<file path="src/rtl/bk_pkg.sv">
package bk_pkg;

    typedef struct packed {
        logic g;
        logic p;
    } gp_t;

    // Merge a more-significant span (hi) with the adjacent less-significant span (lo)
    function automatic gp_t gp_merge(gp_t hi, gp_t lo);
        gp_t r;
        r.g = hi.g | (hi.p & lo.g);
        r.p = hi.p & lo.p;
        return r;
    endfunction

endpackage

</file>
<file path="src/rtl/bk_gp_cell.sv">
module bk_gp_cell
    import bk_pkg::*;
(
    input  logic hi_g,
    input  logic hi_p,
    input  logic lo_g,
    input  logic lo_p,
    output logic g,
    output logic p
);
    gp_t merged;

    always_comb begin
        merged = gp_merge('{g: hi_g, p: hi_p}, '{g: lo_g, p: lo_p});
        g      = merged.g;
        p      = merged.p;
    end
endmodule

</file>
<file path="src/rtl/bk_bit_terms.sv">
module bk_bit_terms #(
    parameter int WIDTH = 16
) (
    input  logic [WIDTH-1:0] op_a,
    input  logic [WIDTH-1:0] op_b,
    output logic [WIDTH-1:0] bit_g,
    output logic [WIDTH-1:0] bit_p
);
    for (genvar i = 0; i < WIDTH; i++) begin : g_bit
        assign bit_g[i] = op_a[i] & op_b[i];
        assign bit_p[i] = op_a[i] ^ op_b[i];
    end
endmodule

</file>
<file path="src/rtl/bk_prefix_tree.sv">
module bk_prefix_tree #(
    parameter int WIDTH = 16
) (
    input  logic [WIDTH-1:0] bit_g,
    input  logic [WIDTH-1:0] bit_p,
    output logic [WIDTH-1:0] grp_g,   // generate over bits i..0
    output logic [WIDTH-1:0] grp_p    // propagate over bits i..0
);
    localparam int LOG2  = $clog2(WIDTH);
    localparam int N_FWD = LOG2;
    localparam int N_REV = LOG2 - 1;
    localparam int N_STG = N_FWD + N_REV;

    logic [WIDTH-1:0] stg_g [0:N_STG];
    logic [WIDTH-1:0] stg_p [0:N_STG];

    assign stg_g[0] = bit_g;
    assign stg_p[0] = bit_p;

    for (genvar s = 0; s < N_STG; s++) begin : g_stage
        // Forward stages climb spans 1,2,4..; reverse stages descend them again
        localparam int  LVL  = (s < N_FWD) ? s : (2 * LOG2 - 2 - s);
        localparam int  SPAN = 1 << LVL;
        localparam bit  FWD  = (s < N_FWD);
        for (genvar i = 0; i < WIDTH; i++) begin : g_col
            localparam bit ACTIVE = FWD
                ? (((i + 1) % (2 * SPAN)) == 0)
                : ((i >= 3 * SPAN - 1) && (((i + 1 - SPAN) % (2 * SPAN)) == 0));
            if (ACTIVE) begin : g_cell
                bk_gp_cell u_cell (
                    .hi_g (stg_g[s][i]),
                    .hi_p (stg_p[s][i]),
                    .lo_g (stg_g[s][i-SPAN]),
                    .lo_p (stg_p[s][i-SPAN]),
                    .g    (stg_g[s+1][i]),
                    .p    (stg_p[s+1][i])
                );
            end else begin : g_pass
                assign stg_g[s+1][i] = stg_g[s][i];
                assign stg_p[s+1][i] = stg_p[s][i];
            end
        end
    end

    assign grp_g = stg_g[N_STG];
    assign grp_p = stg_p[N_STG];
endmodule

</file>
<file path="src/rtl/bk_sum_stage.sv">
module bk_sum_stage #(
    parameter int WIDTH = 16
) (
    input  logic [WIDTH-1:0] bit_p,
    input  logic [WIDTH-1:0] grp_g,
    input  logic [WIDTH-1:0] grp_p,
    input  logic             carry_in,
    output logic [WIDTH:0]   carries,
    output logic [WIDTH-1:0] sum_raw
);
    assign carries[0] = carry_in;

    // Fold the carry-in as the generate of a virtual position below bit 0
    for (genvar i = 0; i < WIDTH; i++) begin : g_fold
        logic unused_p;
        bk_gp_cell u_fold (
            .hi_g (grp_g[i]),
            .hi_p (grp_p[i]),
            .lo_g (carry_in),
            .lo_p (1'b0),
            .g    (carries[i+1]),
            .p    (unused_p)
        );
    end

    assign sum_raw = bit_p ^ carries[WIDTH-1:0];
endmodule

</file>
<file path="src/rtl/bk_adder.sv">
module bk_adder #(
    parameter int WIDTH = 16
) (
    input  logic             clk,
    input  logic             rst_n,
    input  logic [WIDTH-1:0] op_a,
    input  logic [WIDTH-1:0] op_b,
    input  logic             carry_in,
    output logic [WIDTH-1:0] sum,
    output logic             carry_out
);
    localparam int W1 = WIDTH + 1;

    typedef struct packed {
        logic             cout;
        logic [WIDTH-1:0] sum;
    } result_t;

    logic [WIDTH-1:0] bit_g, bit_p, grp_g, grp_p, sum_raw;
    logic [WIDTH:0]   carries;
    result_t          res_d, res_q;
    logic             seen_d, seen_q;

    bk_bit_terms #(.WIDTH(WIDTH)) u_terms (
        .op_a (op_a),
        .op_b (op_b),
        .bit_g(bit_g),
        .bit_p(bit_p)
    );

    bk_prefix_tree #(.WIDTH(WIDTH)) u_tree (
        .bit_g(bit_g),
        .bit_p(bit_p),
        .grp_g(grp_g),
        .grp_p(grp_p)
    );

    bk_sum_stage #(.WIDTH(WIDTH)) u_sum (
        .bit_p   (bit_p),
        .grp_g   (grp_g),
        .grp_p   (grp_p),
        .carry_in(carry_in),
        .carries (carries),
        .sum_raw (sum_raw)
    );

    always_comb begin
        res_d.sum  = sum_raw;
        res_d.cout = carries[WIDTH];
        seen_d     = 1'b1;
    end

    always_ff @(posedge clk or negedge rst_n) begin
        if (!rst_n) begin
            res_q  <= '0;
            seen_q <= 1'b0;
        end else begin
            res_q  <= res_d;
            seen_q <= seen_d;
        end
    end

    assign sum       = res_q.sum;
    assign carry_out = res_q.cout;

    // registered result equals arithmetic sum of the previous edge's inputs
    p_sum_matches_r2: assert property (@(posedge clk) disable iff (!rst_n)
        seen_q |-> ({carry_out, sum} ==
                    (W1'({1'b0, $past(op_a)}) + W1'({1'b0, $past(op_b)}) + W1'($past(carry_in)))));

    // full propagate passes the carry-in straight through
    p_full_prop_r3: assert property (@(posedge clk) disable iff (!rst_n)
        (&(op_a ^ op_b)) |-> (carries[WIDTH] == carry_in));

    // generate in the top position forces the carry-out
    p_top_gen_r5: assert property (@(posedge clk) disable iff (!rst_n)
        (op_a[WIDTH-1] & op_b[WIDTH-1]) |-> carries[WIDTH]);

    // zero operands leave only the carry-in at bit 0
    p_cin_only_r4: assert property (@(posedge clk) disable iff (!rst_n)
        ((op_a == '0) && (op_b == '0)) |-> (sum_raw == WIDTH'(carry_in) && !carries[WIDTH]));

    // the tree's group propagate over bits i..0 is the AND of the bit propagates
    for (genvar i = 0; i < WIDTH; i++) begin : g_chk
        p_grp_prop_r6: assert property (@(posedge clk) disable iff (!rst_n)
            grp_p[i] == (&bit_p[i:0]));
    end
endmodule

</file>
<file path="config.mk">
export PLATFORM = sky130hd
export DESIGN_NAME = bk_adder
export DESIGN_NICKNAME = d
export VERILOG_FILES = /design/src/rtl/bk_pkg.sv /design/src/rtl/bk_gp_cell.sv /design/src/rtl/bk_bit_terms.sv /design/src/rtl/bk_prefix_tree.sv /design/src/rtl/bk_sum_stage.sv /design/src/rtl/bk_adder.sv
export SDC_FILE = /design/constraint.sdc
export NUM_CORES = 1
export LEC_CHECK = 0
export ABC_AREA = 1
export BUFFER_PORTS_ARGS = -buffer_cell sky130_fd_sc_hd__clkbuf_2
export CORE_MARGIN = 5
export CORE_UTILIZATION = 25
export DETAILED_ROUTE_END_ITERATION = 6
export GPL_TIMING_DRIVEN = 1
export HOLD_SLACK_MARGIN = 0.03
export PLACE_DENSITY_LB_ADDON = 0.05
export SLEW_MARGIN = 20
export SYNTH_ARGS = -nofsm -noshare
export SYNTH_HDL_FRONTEND = slang
export SYNTH_SLANG_ARGS = --single-unit
</file>
<file path="constraint.sdc">
create_clock -name clk -period 0.8 [get_ports clk]
set_clock_uncertainty 0.15 [all_clocks]
set_input_delay 0.12 -clock clk [delete_from_list [all_inputs] [get_ports clk]]
set_output_delay 0.12 -clock clk [all_outputs]
set_load 0.05 [all_outputs]
</file>
==> flow_summary_export.csv <==
group,metric,value,unit
status,status,"finished, violations left",
status,violations,"negative hold slack, negative setup slack",
sta,max_freq,729.2,MHz
setup_path,start_kind,"input port",
sta,fin_hold_ws,-352.4,ps
synth,ys_warn_count,0,
detailed_routing,drc,0,
setup_path,path_class,"input port to register",
pwr,p_leak,0.001032,µW
clock_network,cts.sinks,17,
grt,antenna_found_initial,0,
pwr,powerDensity,1886,mW/mm²
final_layout,num_antenna_cells,0,
final_layout,design_area,0.002117,mm²
detailed_routing,vias,1013,
final_layout,fin_util,51.81,%
clock_network,numCtsBuffers,3,
sta,finalHoldViolCount,17,
sta,rsz0062_at_grt,"yes",
sta,tightestPinTransition,433.4,ps
sta,slew_violations,0,
synth,synth-compound-area-share,6.736,%
floorplan,dieArea,0.005722,mm²
synth,synth_edf_count,0,
setup_path,arrival,1360,ps
grt,grt_max_degree,18,
detailed_routing,ant_nets,0,
synth,yosysTopAreaCell,"dfrtp_1",
place,place_ws,-905.8,ps
synth,syn_inst,114,
synth,synth_top_family_by_area,"adder cells",
grt,grt_overflow,0,
place,dpl.cell_count,235,
floorplan,start_util,26.36,%
floorplan,row_count,23,
final_layout,seq_area,444.2,µm²
synth,syn_area_per_cell,9.450,µm²
clock_network,clkTransAtPathRegs,70,ps
place,post_dp_cell_area,0.001678,mm²
setup_path,required,790,ps
final_layout,fin_nets,247,
clock_network,cts_max_level,1,
place,numPortBuffers,51,
clock_network,cts_buffer_depth,2,
final_layout,fill_cells,390,
final_layout,final_cells,244,
sta,fin_crit_sh,171.4,%
synth,synthSimpleGateAreaFrac,18.58,%
sta,fin_ws,-571.4,ps
synth,synthArstFlopShare,100.0,%
synth,synth.net_count,166,
setup_path,worst-path-max-fanout,3,
grt,grtUsageTotal,9.929,%
floorplan,die_w,75.65,µm
synth,synthMuxAreaShare,0,%
detailed_routing,wirelength,2609,µm
grt,grt_pass1_vias,1103,
detailed_routing,firstDrtPassIters,4,
synth,syn_area,0.001077,mm²
grt,grt_pass1_wl,4402,µm
synth,synth_flop_cell,"dfrtp_1",
sta,setup_tns,-11240,ps
pwr,ir_drop,735.3,µV
hold_path,min_path_type,"input port to async pin",
detailed_routing,wl_per_cell,10.69,µm
setup_path,endpoint_kind,"register",
sta,finalCriticalPeriod,1371,ps
clock_network,cts_tree,"yes",
final_layout,layout_commonest_cell,"clkbuf_2",
synth,yosys.area_share.xor_xnor,10.57,%
sta,slew-limit-headroom,71.11,%
place,hpwlAfterDp,2190,µm
run,drv_cap,0,
floorplan,core,0.004086,mm²
clock_network,cts-root-buf,"clkbuf_8",
synth,synth.area.top_cells,"dfrtp_1, ha_1, nand2_1",
synth,ys_types,17,
synth,synth_seq_cells,17,
synth,synthAdderAreaFrac,20.44,%
detailed_routing,drtIter0Drc,12,
detailed_routing,via_per_inst,4.152,
floorplan,die_h,75.65,µm
floorplan,ioPinCount,52,
final_layout,multi_input_area,815.8,µm²
final_layout,drive_above_1_share,71.65,%
synth,yosysSeqAreaShare,39.49,%
synth,synth_top_area_share,39.49,%
final_layout,area_growth,96.52,%
sta,setup_viol,34,
place,routabilityCongestion,0.7178,
final_layout,final_cell_mix,"clkbuf_2, buf_4, nand2_2, buf_8, dfrtp_2",
## metrics by stage
step / power (µW) / hold slack [ps]
floorplan: 2218 / -325.6
global placement: 2765 / -60.83
detailed placement: 2780 / -53.62
CTS: 3837 / -327.9
global route: 4209 / -308.5
finish: 3993 / -352.4
## how the worst max path moves through the flow
stage,endpoint,slack [ps],cells past startpoint,start
3_5_place_dp,carry_out$_DFF_PN0_,-910,16,op_a[1]
3_3_place_gp,sum[15]$_DFF_PN0_,-870,14,op_a[3]
2_1_floorplan,carry_out$_DFF_PN0_,-660,15,op_a[2]
6_report,sum[12]$_DFF_PN0_,-570,13,op_a[1]
4_1_cts,carry_out$_DFF_PN0_,-570,16,op_b[1]
5_1_grt,sum[15]$_DFF_PN0_,-630,16,op_a[1]
## cell families after synthesis
logic type	after synthesis
simple gates	43
fa+ha+maj	17
flops	17
xor+xnor	13
compound gates	12
buf+inv	12
## routing by layer
metal	up-vias	wire (µm)	share of wire (%)	global-route usage (%)
met2	27	1404	54	17.83
met4	0	35	1.3	5.049
met5	-	0	0	0
met3	2	155	5.9	1.451
li1	526	-	-	-
met1	458	1014	39	11.35
## repair_timing
action,CTS,global route
endpoints found under the setup margin,34,34
gates cloned,0,0
endpoints found under the hold margin,17,17
pin swaps,15,21
buffers inserted,4,2
resized for setup,52,45
## state kept, by name, summed over array words and instances (netlist names)
register   count
sum           16
carry_out      1
## cell type report
class	instances	share of cell area [%]
multi-input cells	85	38.53
well taps	50	2.955
repair buffers	76	33.22
clock buffers	3	1.950
inverters	12	2.128
flip-flops and latches	17	20.98
clock inverters	1	0.2364
## worst max-delay path, stage by stage
cell and delay [ps]:
buf_6 100, ha_4 240, nand2_2 60, nand2_2 60
nand2_2 60, nand2_2 60, nand2_2 70, nand3_4 90
nand2_4 90, nand2_4 50, buf_4 130, buf_6 100
xor2_1 130
## where the power goes
part | internal, µW | leakage [µW] | switching [µW]
logic | 1020 | 0.000822 | 1140
registers | 1060 | 0.000184 | 114
clock network | 345 | 0.0000255 | 306
total | 2430 | 0.00103 | 1560
## synth_stat cells (2+ instances only)
library cell	n
a21oi_1	9
dfrtp_1	17
ha_1	16
inv_1	12
nand2_1	27
nand2_2	6
nand3_1	4
nor2_1	2
nor2_2	2
xnor2_1	3
xor2_1	10
Power figures use the tool's default switching activity.
